===== config.mk =====
export PLATFORM = sky130hd
export DESIGN_NAME = dim_switch
export DESIGN_NICKNAME = d
export VERILOG_FILES = /design/src/rtl/dsw_pkg.sv /design/src/rtl/dsw_vc_fifo.sv /design/src/rtl/dsw_route.sv /design/src/rtl/dsw_out_arb.sv /design/src/rtl/dim_switch.sv
export SDC_FILE = /design/constraint.sdc
export NUM_CORES = 2
export LEC_CHECK = 0
export CAP_MARGIN = 10
export CORE_MARGIN = 5
export CORE_UTILIZATION = 50
export DETAILED_ROUTE_END_ITERATION = 6
export PLACE_DENSITY = 0.77
export RECOVER_POWER = 100
export SETUP_SLACK_MARGIN = 0.4
export SYNTH_ARGS = -nofsm -noshare
export SYNTH_HDL_FRONTEND = slang
export SYNTH_SLANG_ARGS = --single-unit

===== constraint.sdc =====
create_clock -name clk -period 55.8 [get_ports clk]
set_clock_uncertainty 0.15 [all_clocks]
set_input_delay 11.16 -clock clk [delete_from_list [all_inputs] [get_ports clk]]
set_output_delay 11.16 -clock clk [all_outputs]
set_load 0.005 [all_outputs]

===== src/rtl/dsw_pkg.sv =====
package dsw_pkg;

    localparam int NPORT = 3;

    typedef enum logic [1:0] {
        DIR_TURN  = 2'd0,
        DIR_PLUS  = 2'd1,
        DIR_MINUS = 2'd2
    } dir_e;

    typedef enum logic {
        ARB_IDLE   = 1'b0,
        ARB_LINKED = 1'b1
    } arb_state_e;

endpackage


===== src/rtl/dsw_vc_fifo.sv =====
module dsw_vc_fifo #(
    parameter int DEPTH = 8,
    parameter int W     = 18
) (
    input  logic         clk,
    input  logic         rst_n,
    input  logic         push,
    input  logic [W-1:0] din,
    input  logic         pop,
    output logic [W-1:0] dout,
    output logic         empty,
    output logic         full
);
    localparam int AW = (DEPTH > 1) ? $clog2(DEPTH) : 1;
    localparam int CW = $clog2(DEPTH + 1);

    logic [W-1:0]  mem [DEPTH];
    logic [AW-1:0] wr_ptr;
    logic [AW-1:0] rd_ptr;
    logic [CW-1:0] count;

    always_ff @(posedge clk) begin
        if (push) begin
            mem[wr_ptr] <= din;
        end
    end

    always_ff @(posedge clk) begin
        if (!rst_n) begin
            wr_ptr <= '0;
            rd_ptr <= '0;
            count  <= '0;
        end else begin
            if (push) begin
                wr_ptr <= (wr_ptr == AW'(DEPTH - 1)) ? '0 : wr_ptr + 1'b1;
            end
            if (pop) begin
                rd_ptr <= (rd_ptr == AW'(DEPTH - 1)) ? '0 : rd_ptr + 1'b1;
            end
            unique case ({push, pop})
                2'b10:   count <= count + 1'b1;
                2'b01:   count <= count - 1'b1;
                default: count <= count;
            endcase
        end
    end

    assign dout  = mem[rd_ptr];
    assign empty = (count == '0);
    assign full  = (count == CW'(DEPTH));

    assert_no_overflow_R2: assert property (@(posedge clk) disable iff (!rst_n)
        push |-> !full);

    assert_no_underflow_R6: assert property (@(posedge clk) disable iff (!rst_n)
        pop |-> !empty);

endmodule


===== src/rtl/dsw_route.sv =====
module dsw_route
    import dsw_pkg::*;
#(
    parameter int PAYLOAD_W = 16,
    parameter int COORD_W   = 4,
    parameter int DIM       = 1
) (
    input  logic [PAYLOAD_W-1:0] payload,
    input  logic [COORD_W-1:0]   my_coord,
    output dir_e                 dir
);
    localparam logic [COORD_W-1:0] HALF = COORD_W'(1) << (COORD_W - 1);

    logic [COORD_W-1:0] dest;
    logic [COORD_W-1:0] hops;

    assign dest = payload[DIM*COORD_W +: COORD_W];
    assign hops = dest - my_coord;

    always_comb begin
        if (hops == '0) begin
            dir = DIR_TURN;
        end else if (hops <= HALF) begin
            dir = DIR_PLUS;
        end else begin
            dir = DIR_MINUS;
        end
    end

endmodule


===== src/rtl/dsw_out_arb.sv =====
module dsw_out_arb
    import dsw_pkg::*;
#(
    parameter int NUM_VC = 4,
    parameter int VC_W   = 2,
    parameter int PW     = 2
) (
    input  logic                    clk,
    input  logic                    rst_n,
    input  logic [NPORT*NUM_VC-1:0] req,
    input  logic                    owner_avail,
    input  logic                    owner_tail,
    input  logic [NUM_VC-1:0]       dn_ok,
    output logic                    linked,
    output logic [PW-1:0]           owner_in,
    output logic [VC_W-1:0]         owner_vc,
    output logic                    send
);
    arb_state_e      state_q, state_d;
    logic [PW-1:0]   ip_pri;
    logic [VC_W-1:0] vc_pri;
    logic            pick_valid;
    logic [PW-1:0]   pick_in;
    logic [VC_W-1:0] pick_vc;

    // Rotating-distance pick: input distance is the major key.
    always_comb begin
        int best_d;
        int d;
        pick_valid = 1'b0;
        pick_in    = '0;
        pick_vc    = '0;
        best_d     = NPORT * NUM_VC;
        for (int i = 0; i < NPORT; i++) begin
            for (int v = 0; v < NUM_VC; v++) begin
                d = ((i + NPORT - int'(ip_pri)) % NPORT) * NUM_VC
                  + ((v + NUM_VC - int'(vc_pri)) % NUM_VC);
                if (req[i*NUM_VC + v] && (d < best_d)) begin
                    best_d     = d;
                    pick_valid = 1'b1;
                    pick_in    = PW'(i);
                    pick_vc    = VC_W'(v);
                end
            end
        end
    end

    // Next state: GRANT and RELEASE transitions.
    always_comb begin
        state_d = state_q;
        unique case (state_q)
            ARB_IDLE:   if (pick_valid)            state_d = ARB_LINKED;
            ARB_LINKED: if (send && owner_tail)    state_d = ARB_IDLE;
            default:                               state_d = ARB_IDLE;
        endcase
    end

    // State register and owner/pointer record.
    always_ff @(posedge clk) begin
        if (!rst_n) begin
            state_q  <= ARB_IDLE;
            owner_in <= '0;
            owner_vc <= '0;
            ip_pri   <= '0;
            vc_pri   <= '0;
        end else begin
            state_q <= state_d;
            if (state_q == ARB_IDLE && pick_valid) begin
                owner_in <= pick_in;
                owner_vc <= pick_vc;
                ip_pri   <= (pick_in == PW'(NPORT - 1)) ? '0 : pick_in + 1'b1;
                vc_pri   <= (pick_vc == VC_W'(NUM_VC - 1)) ? '0 : pick_vc + 1'b1;
            end
        end
    end

    // Outputs.
    always_comb begin
        linked = (state_q == ARB_LINKED);
        send   = (state_q == ARB_LINKED) && owner_avail && dn_ok[owner_vc];
    end

    assert_hold_owner_R6: assert property (@(posedge clk) disable iff (!rst_n)
        (linked && !(send && owner_tail)) |=>
            (linked && $stable(owner_in) && $stable(owner_vc)));

    assert_release_on_tail_R6: assert property (@(posedge clk) disable iff (!rst_n)
        (linked && send && owner_tail) |=> !linked);

    assert_grant_needs_request_R8: assert property (@(posedge clk) disable iff (!rst_n)
        (!linked && !(|req)) |=> !linked);

endmodule


===== src/rtl/dim_switch.sv =====
module dim_switch
    import dsw_pkg::*;
#(
    parameter int NUM_VC    = 4,
    parameter int DEPTH     = 8,
    parameter int PAYLOAD_W = 16,
    parameter int COORD_W   = 4,
    parameter int DIM       = 1,
    parameter int VC_W      = $clog2(NUM_VC),
    parameter int FLIT_W    = PAYLOAD_W + 2
) (
    input  logic                    clk,
    input  logic                    rst_n,
    input  logic [COORD_W-1:0]      my_coord,
    input  logic [NPORT-1:0]        in_valid,
    input  logic [NPORT*VC_W-1:0]   in_vc,
    input  logic [NPORT*FLIT_W-1:0] in_flit,
    output logic [NPORT*NUM_VC-1:0] in_ok,
    output logic [NPORT-1:0]        out_valid,
    output logic [NPORT*VC_W-1:0]   out_vc,
    output logic [NPORT*FLIT_W-1:0] out_flit,
    input  logic [NPORT*NUM_VC-1:0] out_ok
);
    localparam int NQ       = NPORT * NUM_VC;
    localparam int QW       = $clog2(NQ);
    localparam int PW       = $clog2(NPORT);
    localparam int HEAD_BIT = PAYLOAD_W + 1;
    localparam int TAIL_BIT = PAYLOAD_W;

    logic [FLIT_W-1:0] q_head  [NQ];
    logic [NQ-1:0]     q_empty;
    logic [NQ-1:0]     q_full;
    logic [NQ-1:0]     q_push;
    logic [NQ-1:0]     q_pop;
    logic [NQ-1:0]     q_busy;
    dir_e              q_dir   [NQ];

    logic [NQ-1:0]     arb_req [NPORT];
    logic [NPORT-1:0]  arb_linked;
    logic [NPORT-1:0]  arb_send;
    logic [NPORT-1:0]  own_avail;
    logic [NPORT-1:0]  own_tail;
    logic [PW-1:0]     own_in  [NPORT];
    logic [VC_W-1:0]   own_vc  [NPORT];
    logic [QW-1:0]     own_idx [NPORT];

    logic [NPORT-1:0]  out_valid_q;
    logic [VC_W-1:0]   out_vc_q   [NPORT];
    logic [FLIT_W-1:0] out_flit_q [NPORT];

    // Per input/VC buffers and route decode.
    for (genvar i = 0; i < NPORT; i++) begin : g_in
        for (genvar v = 0; v < NUM_VC; v++) begin : g_vc
            localparam int Q = i * NUM_VC + v;

            assign q_push[Q] = in_valid[i] && (in_vc[i*VC_W +: VC_W] == VC_W'(v));

            dsw_vc_fifo #(
                .DEPTH (DEPTH),
                .W     (FLIT_W)
            ) u_fifo (
                .clk   (clk),
                .rst_n (rst_n),
                .push  (q_push[Q]),
                .din   (in_flit[i*FLIT_W +: FLIT_W]),
                .pop   (q_pop[Q]),
                .dout  (q_head[Q]),
                .empty (q_empty[Q]),
                .full  (q_full[Q])
            );

            dsw_route #(
                .PAYLOAD_W (PAYLOAD_W),
                .COORD_W   (COORD_W),
                .DIM       (DIM)
            ) u_route (
                .payload  (q_head[Q][PAYLOAD_W-1:0]),
                .my_coord (my_coord),
                .dir      (q_dir[Q])
            );
        end
    end

    assign in_ok = ~q_full;

    // Requests per output: a waiting header not already linked elsewhere.
    always_comb begin
        for (int o = 0; o < NPORT; o++) begin
            for (int q = 0; q < NQ; q++) begin
                arb_req[o][q] = !q_empty[q] && q_head[q][HEAD_BIT] && !q_busy[q]
                             && (q_dir[q] == dir_e'(o));
            end
        end
    end

    // Owner lookup for each output.
    always_comb begin
        for (int o = 0; o < NPORT; o++) begin
            own_idx[o]   = QW'(int'(own_in[o]) * NUM_VC + int'(own_vc[o]));
            own_avail[o] = !q_empty[own_idx[o]];
            own_tail[o]  = q_head[own_idx[o]][TAIL_BIT];
        end
    end

    // Busy (linked) and pop per input VC.
    always_comb begin
        for (int q = 0; q < NQ; q++) begin
            q_busy[q] = 1'b0;
            q_pop[q]  = 1'b0;
            for (int o = 0; o < NPORT; o++) begin
                if (arb_linked[o] && own_idx[o] == QW'(q)) q_busy[q] = 1'b1;
                if (arb_send[o]   && own_idx[o] == QW'(q)) q_pop[q]  = 1'b1;
            end
        end
    end

    for (genvar o = 0; o < NPORT; o++) begin : g_out
        dsw_out_arb #(
            .NUM_VC (NUM_VC),
            .VC_W   (VC_W),
            .PW     (PW)
        ) u_arb (
            .clk         (clk),
            .rst_n       (rst_n),
            .req         (arb_req[o]),
            .owner_avail (own_avail[o]),
            .owner_tail  (own_tail[o]),
            .dn_ok       (out_ok[o*NUM_VC +: NUM_VC]),
            .linked      (arb_linked[o]),
            .owner_in    (own_in[o]),
            .owner_vc    (own_vc[o]),
            .send        (arb_send[o])
        );

        always_ff @(posedge clk) begin
            if (!rst_n) begin
                out_valid_q[o] <= 1'b0;
                out_vc_q[o]    <= '0;
                out_flit_q[o]  <= '0;
            end else begin
                out_valid_q[o] <= arb_send[o];
                if (arb_send[o]) begin
                    out_vc_q[o]   <= own_vc[o];
                    out_flit_q[o] <= q_head[own_idx[o]];
                end
            end
        end

        assign out_valid[o]                 = out_valid_q[o];
        assign out_vc[o*VC_W +: VC_W]       = out_vc_q[o];
        assign out_flit[o*FLIT_W +: FLIT_W] = out_flit_q[o];
    end

    // Checker state: downstream OK as seen at the previous edge.
    logic [NQ-1:0] chk_ok_d;
    always_ff @(posedge clk) begin
        if (!rst_n) chk_ok_d <= '0;
        else        chk_ok_d <= out_ok;
    end

    for (genvar o = 0; o < NPORT; o++) begin : g_chk
        assert_send_after_ok_R7: assert property (@(posedge clk) disable iff (!rst_n)
            out_valid_q[o] |-> chk_ok_d[o*NUM_VC + int'(out_vc_q[o])]);
    end

    assert_turn_matches_coord_R3: assert property (@(posedge clk) disable iff (!rst_n)
        (out_valid_q[0] && out_flit_q[0][HEAD_BIT]) |->
            (out_flit_q[0][DIM*COORD_W +: COORD_W] == my_coord));

endmodule


# After elaboration in Yosys (flattened, before gate mapping)
# Memory sizes are Yosys's and may differ from the RTL's. A register that Yosys moved wholly into a read port is not among the register bits.
# Index checks and enable logic that the tools add are counted.
# Widths: inputs -> output; s select.
word_totals:
  mem_bits_rw: 1788
  mem_count: 14
  register_bits: 150
  out_inout_bits: 75
  inputBits: 81
mem_list:
  columns: ["name", "depth", "width", "rd", "rd_ports_with_merged_regs", "wr", "line_no", "text"]
  rows:
  - ["g_in[0].g_vc[0].u_fifo.mem", 8, 18, 1, 1, 1, "dsw_vc_fifo.sv:17", "logic [W-1:0] mem [DEPTH];"]
  - ["g_in[0].g_vc[1].u_fifo.mem", 8, 18, 1, 1, 1, "dsw_vc_fifo.sv:17", null]
  - ["g_in[0].g_vc[2].u_fifo.mem", 8, 18, 1, 1, 1, "dsw_vc_fifo.sv:17", null]
  - ["g_in[0].g_vc[3].u_fifo.mem", 8, 18, 1, 1, 1, "dsw_vc_fifo.sv:17", null]
  - ["g_in[1].g_vc[0].u_fifo.mem", 8, 18, 1, 1, 1, "dsw_vc_fifo.sv:17", null]
  - ["g_in[1].g_vc[1].u_fifo.mem", 8, 18, 1, 1, 1, "dsw_vc_fifo.sv:17", null]
  - ["+8 memories", null, null, null, null, null, null, null]
classes:
  n_bitwise: 25
  n_div: 9
  eq_ne: 132
  n_mux: 358
  reduce_logical: 285
  add_sub_neg: 126
  n_lt_le_gt_ge: 57
ops:
  columns: ["operator", "n"]
  rows:
  - ["$add 32x3->32", 36]
  - ["$lt 32x32->1", 33]
  - ["$mux 32", 33]
  - ["$mod 32x3->32 const B", 9]
  - ["$bmux 18 s4", 3]
  - ["$logic_and 1x1->1", 192]
  - ["$mux 1", 169]
  - ["$mux 18", 9]
  - ["$mux 2", 75]
  - ["$mux 3", 48]
  - ["$logic_not 4->1", 27]
  - ["$eq 4x4->1 const B", 24]
  - ["$lt 32x5->1 const B", 3]
  - ["$pmux 4 s2", 12]
  - ["$add 3x1->3 const B", 24]
  - ["$eq 2x2->1 const B", 36]
  - ["$eq 3x3->1 const B", 24]
  - ["$sub 3x2->4 const A", 18]
  - ["$eq 2x1->1 const B", 27]
  - ["$add 4x1->4 const B", 12]
  - ["$eq 4x3->1 const B", 12]
  - ["$le 4x4->1 const B", 12]
  - ["$sub 4x1->4 const B", 12]
  - ["$sub 4x4->4", 12]
  - ["other kinds (20)", 130]

# Logic depth before layout (Yosys ltp)
logic_depth:
  ltp_word: 46
  mapped_depth: 133
  mapped_depth_nobuf: 122

# Cells and area by module
# From an unflattened synthesis, not the netlist that was laid out.
unflattened:
  hier_cells: 6442
  area_unflattened_um2: 101264.6
by_module_without_submodules:
  columns: ["mod", "instances", "area_per_inst_um2", "cells_each"]
  rows:
  - ["dsw_vc_fifo at g_in[0].g_vc[1].u_fifo ...", 5, 6221.0, 281]
  - ["dsw_vc_fifo at g_in[1].g_vc[1].u_fifo ...", 3, 6219.7, 281]
  - ["dsw_out_arb", 3, 5217.5, 675]
  - ["dsw_vc_fifo at g_in[2].g_vc[0].u_fifo ...", 2, 6229.7, 284]
  - ["dim_switch", 1, 8946.1, 822]
  - ["dsw_vc_fifo at g_in[0].g_vc[3].u_fifo", 1, 6227.2, 282]
  - ["dsw_vc_fifo at g_in[0].g_vc[0].u_fifo", 1, 6218.5, 281]
  - ["dsw_route", 12, 166.4, 18]

# Worst setup path after synthesis
# No wires, ideal clock.
synth_path:
  path_type: "input to register"
  start: "in my_coord[2]"
  end: "reg g_out[0].u_arb.vc_pri[0]"
  arrival_time_ns: 35.902
  path_slack_ns: 19.620
  path_buffers: 7
  stages: 122
  cell_sequence: "inv_1 -> ha_1 -> xor2_1 -> nand3_1 -> or4_1 -> a21oi_1 -> a21oi_1 -> nor2_1 -> ha_1 -> a2111o_1 -> nor3_1 -> nand2_1 -> a21oi_1 -> ha_1 -> a21oi_1 -> and4_1 -> and4_1 -> nand2_1 -> [86 not listed] -> mux2_2 -> ha_1 -> a21o_1 -> a21o_1 -> a21oi_1 -> o21ai_0 -> a31oi_1 -> o2111ai_1 -> o21ai_0 -> nand3_1 -> a2111o_1 -> a2111oi_0 -> a221oi_1 -> a31oi_1 -> ha_1 -> or3_1 -> a31o_2 -> o21ai_0"
synth_via:
  elab_chain_cells: 43
  elab_cells_between_ends: 145
synth_lines:
  columns: ["item", "line_no", "text"]
  rows:
  - ["from (decl)", "dim_switch.sv:14", "input logic [COORD_W-1:0] my_coord,"]
  - ["$sub 4x4->4", "dsw_route.sv:18", "assign hops = dest - my_coord;"]
  - ["$le 4x4->1", "dsw_route.sv:23", "end else if (hops <= HALF) begin"]
  - ["$mux 2", "dsw_route.sv:23", null]
  - ["$mux 2", "dsw_route.sv:21", "if (hops == '0) begin"]
  - ["$logic_not 2->1", "dim_switch.sv:91", "&& (q_dir[q] == dir_e'(o));"]
  - ["$logic_and 1x1->1", "dim_switch.sv:91", null]
  - ["$logic_and 1x1->1", "dsw_out_arb.sv:38", "if (req[i*NUM_VC + v] && (d < best_d)) begin"]
  - ["$mux 32", "dsw_out_arb.sv:38", null]
  - ["[28 not listed]", null, null]
  - ["$logic_and 1x1->1", "dsw_out_arb.sv:38", null]
  - ["$mux 32", "dsw_out_arb.sv:38", null]
  - ["$lt 32x32->1", "dsw_out_arb.sv:38", null]
  - ["$logic_and 1x1->1", "dsw_out_arb.sv:38", null]
  - ["$mux 2 *", "dsw_out_arb.sv:38", null]
  - ["named net g_out[0].u_arb.pick_vc[0]", "dsw_out_arb.sv:24", "logic [VC_W-1:0] pick_vc;"]
  - ["$add 2x1->2 or $eq 2x2->1 (tied branches)", "dsw_out_arb.sv:72", "vc_pri <= (pick_vc == VC_W'(NUM_VC - 1)) ? '0 : pick_vc + 1'b1;"]
  - ["$mux 2 *", "dsw_out_arb.sv:72", null]
  - ["to (signal assigned)", "dsw_out_arb.sv:72", null]
  - ["to (decl)", "dsw_out_arb.sv:21", "logic [VC_W-1:0] vc_pri;"]
# The timed path passes the listed nets; every way through them passes the cells marked *.
# A chain may end at the register's enable or synchronous reset.

# Final worst setup path
layout_path:
  start: "in my_coord[1]"
  end: "reg g_out[0].u_arb.vc_pri[0]"
layout_via:
  elab_chain_cells: 43
  elab_cells_between_ends: 145
layout_lines:
  columns: ["item", "line_no"]
  rows:
  - ["$sub 4x4->4", "dsw_route.sv:18"]
  - ["$le 4x4->1", "dsw_route.sv:23"]
  - ["$mux 2", "dsw_route.sv:23"]
  - ["$mux 2", "dsw_route.sv:21"]
  - ["$logic_not 2->1", "dim_switch.sv:91"]
  - ["$logic_and 1x1->1", "dim_switch.sv:91"]
  - ["$logic_and 1x1->1", "dsw_out_arb.sv:38"]
  - ["$mux 32", "dsw_out_arb.sv:38"]
  - ["[28 not listed]", null]
  - ["$logic_and 1x1->1", "dsw_out_arb.sv:38"]
  - ["$mux 32", "dsw_out_arb.sv:38"]
  - ["$lt 32x32->1", "dsw_out_arb.sv:38"]
  - ["$logic_and 1x1->1", "dsw_out_arb.sv:38"]
  - ["$mux 2 *", "dsw_out_arb.sv:38"]
  - ["named net g_out[0].u_arb.pick_vc[1]", "dsw_out_arb.sv:24"]
  - ["$eq 2x2->1 *", "dsw_out_arb.sv:72"]
  - ["$mux 2 *", "dsw_out_arb.sv:72"]
# Marks and branches as above.

==> impl_metrics.yaml <==
synthesis:
  synth_compound_area_share_pct: 8.67
  muxShareOfSynthArea_pct: 15.0
  ys_warn_count: 0
  synthesis.area_per_instance_um2: 14.6
  seq_area_frac_synth_pct: 59.7
  netlist_area_mm2: 0.0962
  synth_edf_count: 1788
  synthAdderAreaFrac_pct: 6.70
  ys.flop_type: "edfxtp_1"
  syn_nets: 7168
  postSynthCellCount: 6587
  synth-seq-cells: 1974
  synth-xor-area-share_pct: 0.837
  synthSimpleGateAreaFrac_pct: 7.01
  synth_top_family_by_area: "multiplexers"
  synth_cell_types: 96
  ys_async_sr_fraction_pct: 0
timing:
  setup-violations-final: 0
  tns_ns: 0
  clock.fmax_mhz: 22.7
  fin_crit_ns: 44.01
  maxSlewViolCount: 1015
  fin_crit_sh_pct: 78.9
  relSlewSlack_pct: -120
  hold_viol_final: 0
  rsz0062_at_grt: "no"
  final.setup.worst_slack_ns: 11.79
  tightest_slew_ns: 3.30
drt:
  routed_wl_mm: 312
  ant_nets: 0
  viasPerCell: 6.60
  wl_per_cell_um: 32.4
  post-route-drc-count: 8
  vias: 63755
  drt_pass1_iterations: 7
  initialDrtViolationCount: 8330
clock_network:
  cts_resized: 0
  clkSinkCount: 1974
  cts_tree: "done"
  cts_hold_buf: 0
  cts-buffers-inserted: 180
  clk_path_buf_depth: 3
  worstSkewPairLatency_ns: 0.86
  cts_setup_buffers: 0
  clk_pin_slew_ns: 0.06
  cts_root_buf: "clkbuf_16"
  htree_num_levels: 4
outcome:
  status: "finished with violations"
  failed_checks: "DRC, capacitance limit, slew limit"
die:
  initial_core_util_pct: 50.1
  die_h_um: 449
  core_mm2: 0.192
  die-area_mm2: 0.201
  rows: 161
  die-width_um: 449
  io-pin-count: 156
place:
  hpwlAfterDp_mm: 208
  place_inst: 9281
  port_buffers: 155
  dp_slack_ns: 14.26
  place_congestion: 1.06
critical_path:
  cp_slowest_stage_delay_ns: 1.09
  crit_type: "in2reg"
  cp-end-kind: "register"
  critPathTopFamily: "compound AO/OA/AOI/OAI gates"
  cp_data_arrival_time_ns: 44.65
  worst_ep_required_time_ns: 56.44
  cp_common_cell: "a21oi_1"
  slowest_stage: "clkbuf_1"
  path_max_fanout: 26
  startpoint_type: "input pin"
  critPathBufInv: 6
worst_hold_path:
  hp-class: "reg2reg"
global_route:
  overflow: 0
  grt_pass1_wl_mm: 445
  antenna_found_initial: 19
  grt_max_degree: 61
  grt_usage_pct: 30.3
  grt_pass1_vias: 62899
power:
  peakVddDrop_v: 0.0000338
  cellLeakagePower_nw: 36.8
  p_per_area_mw_per_mm2: 36.2
final_layout:
  drive_above_1_share_pct: 16.4
  area_delta_synth_final_pct: 12.2
  fin_cells: 9655
  utilization_pct: 56.2
  final_common_cell: "edfxtp_1"
  layout.nets: 7540
  layout_common_cells: "edfxtp_1 (1,788), ha_1 (476), mux4_2 (458)"
flow_run:
  maxCapViolations: 33
[tightest hold or removal path, stage by stage (launching register included)]
cell	delay, ns
dfxtp_1	0.32
nand2_1	0.06
a21oi_1	0.07
[area by class of cell]
cell class	count	area, µm²
diodes	16	40.0
clock buffers	219	4740
clock inverters	117	1350
fillers	14529	84100
inverters	215	808
multi-input cells	4114	37000
flip-flops and latches	1974	57400
well taps	2526	3160
repair buffers	474	3380
[flip-flops by register name, summed over array words and instances, names as in the netlist, named ones only]
signal	count
g_in.g_vc.u_fifo.rd_ptr	36
g_out.u_arb.linked	3
out_flit_q	54
g_out.u_arb.owner_vc	6
g_in.g_vc.u_fifo.wr_ptr	36
out_valid	3
g_out.u_arb.vc_pri	6
g_in.g_vc.u_fifo.mem	1728
g_out.u_arb.owner_in	6
g_in.g_vc.u_fifo.count	48
g_out.u_arb.ip_pri	6
out_vc_q	6
[worst paths after layout]
kind / from / to / slack, ns / cells past startpoint
min: g_in[2].g_vc[1].u_fifo.rd_ptr[0] / register / 0.34 / 2
max: my_coord[1] / g_out[0].u_arb.vc_pri[0] / 11.79 / 116
max reg2reg: register / g_out[0].u_arb.vc_pri[0] / 21.85 / 117
min reg2reg: g_in[2].g_vc[1].u_fifo.rd_ptr[0] / register / 0.34 / 2
[routing by layer]
| metal | wire (µm) | vias up | GRT usage, % |
|---|---|---|---|
| met4 | 25200 | 6 | 18.7 |
| met3 | 30500 | 1004 | 6.95 |
| li1 | - | 26999 | - |
| met1 | 111000 | 32018 | 37.6 |
| met5 | 40 | - | 0 |
| met2 | 145000 | 3728 | 48.4 |
[where the power goes]
| part | switching [mW] | internal, mW | leakage [nW] | total, mW |
|---|---|---|---|---|
| combinational | 0.622 | 0.367 | 16.2 | 0.988 |
| clock | 0.561 | 0.706 | 2.96 | 1.27 |
| sequential | 0.0189 | 1.63 | 17.7 | 1.65 |
[Yosys cell counts, types with 28 or more instances]
master / n / area, µm²
a211oi_1: 54 / 405
a21o_1: 119 / 893
a21oi_1: 380 / 1900
a221oi_1: 28 / 245
a22oi_1: 41 / 308
a31oi_1: 48 / 300
and3_1: 39 / 244
buf_1: 71 / 267
clkbuf_1: 193 / 724
dfxtp_1: 186 / 3720
edfxtp_1: 1788 / 53700
ha_1: 476 / 5960
inv_1: 211 / 792
mux2_2: 169 / 1900
mux2i_1: 190 / 1900
mux4_2: 458 / 10300
nand2_1: 419 / 1570
nand2b_1: 56 / 350
nand3_1: 97 / 485
nand4_1: 53 / 332
nor2_1: 374 / 1400
nor2b_1: 48 / 300
nor3_1: 137 / 686
nor3b_1: 33 / 248
nor4_1: 45 / 282
o211ai_1: 38 / 285
o21ai_0: 194 / 971
o22ai_1: 112 / 701
or3_1: 36 / 225
xnor2_1: 32 / 280
xor2_1: 39 / 342
[metrics by stage]
stage / area [µm²] / hold WS [ns] / power, mW
2_1_floorplan: 96200 / 0.300 / 2.30
3_3_place_gp: 102000 / 0.310 / 2.62
3_5_place_dp: 102000 / 0.323 / 2.64
4_1_cts: 109000 / 0.349 / 3.89
5_1_grt: 108000 / 0.373 / 4.06
6_report: 108000 / 0.344 / 3.91
[cell families (layout without fill, tap and decap cells)]
family	Yosys count	after routing
xor+xnor	79	79
compound gates	1276	1276
mux	841	841
fa+ha+maj	501	501
flops	1974	1974
simple gates	1417	1417
other cells	0	16
buf+inv	499	1025
No activity file was read; power rests on OpenSTA's default activity.
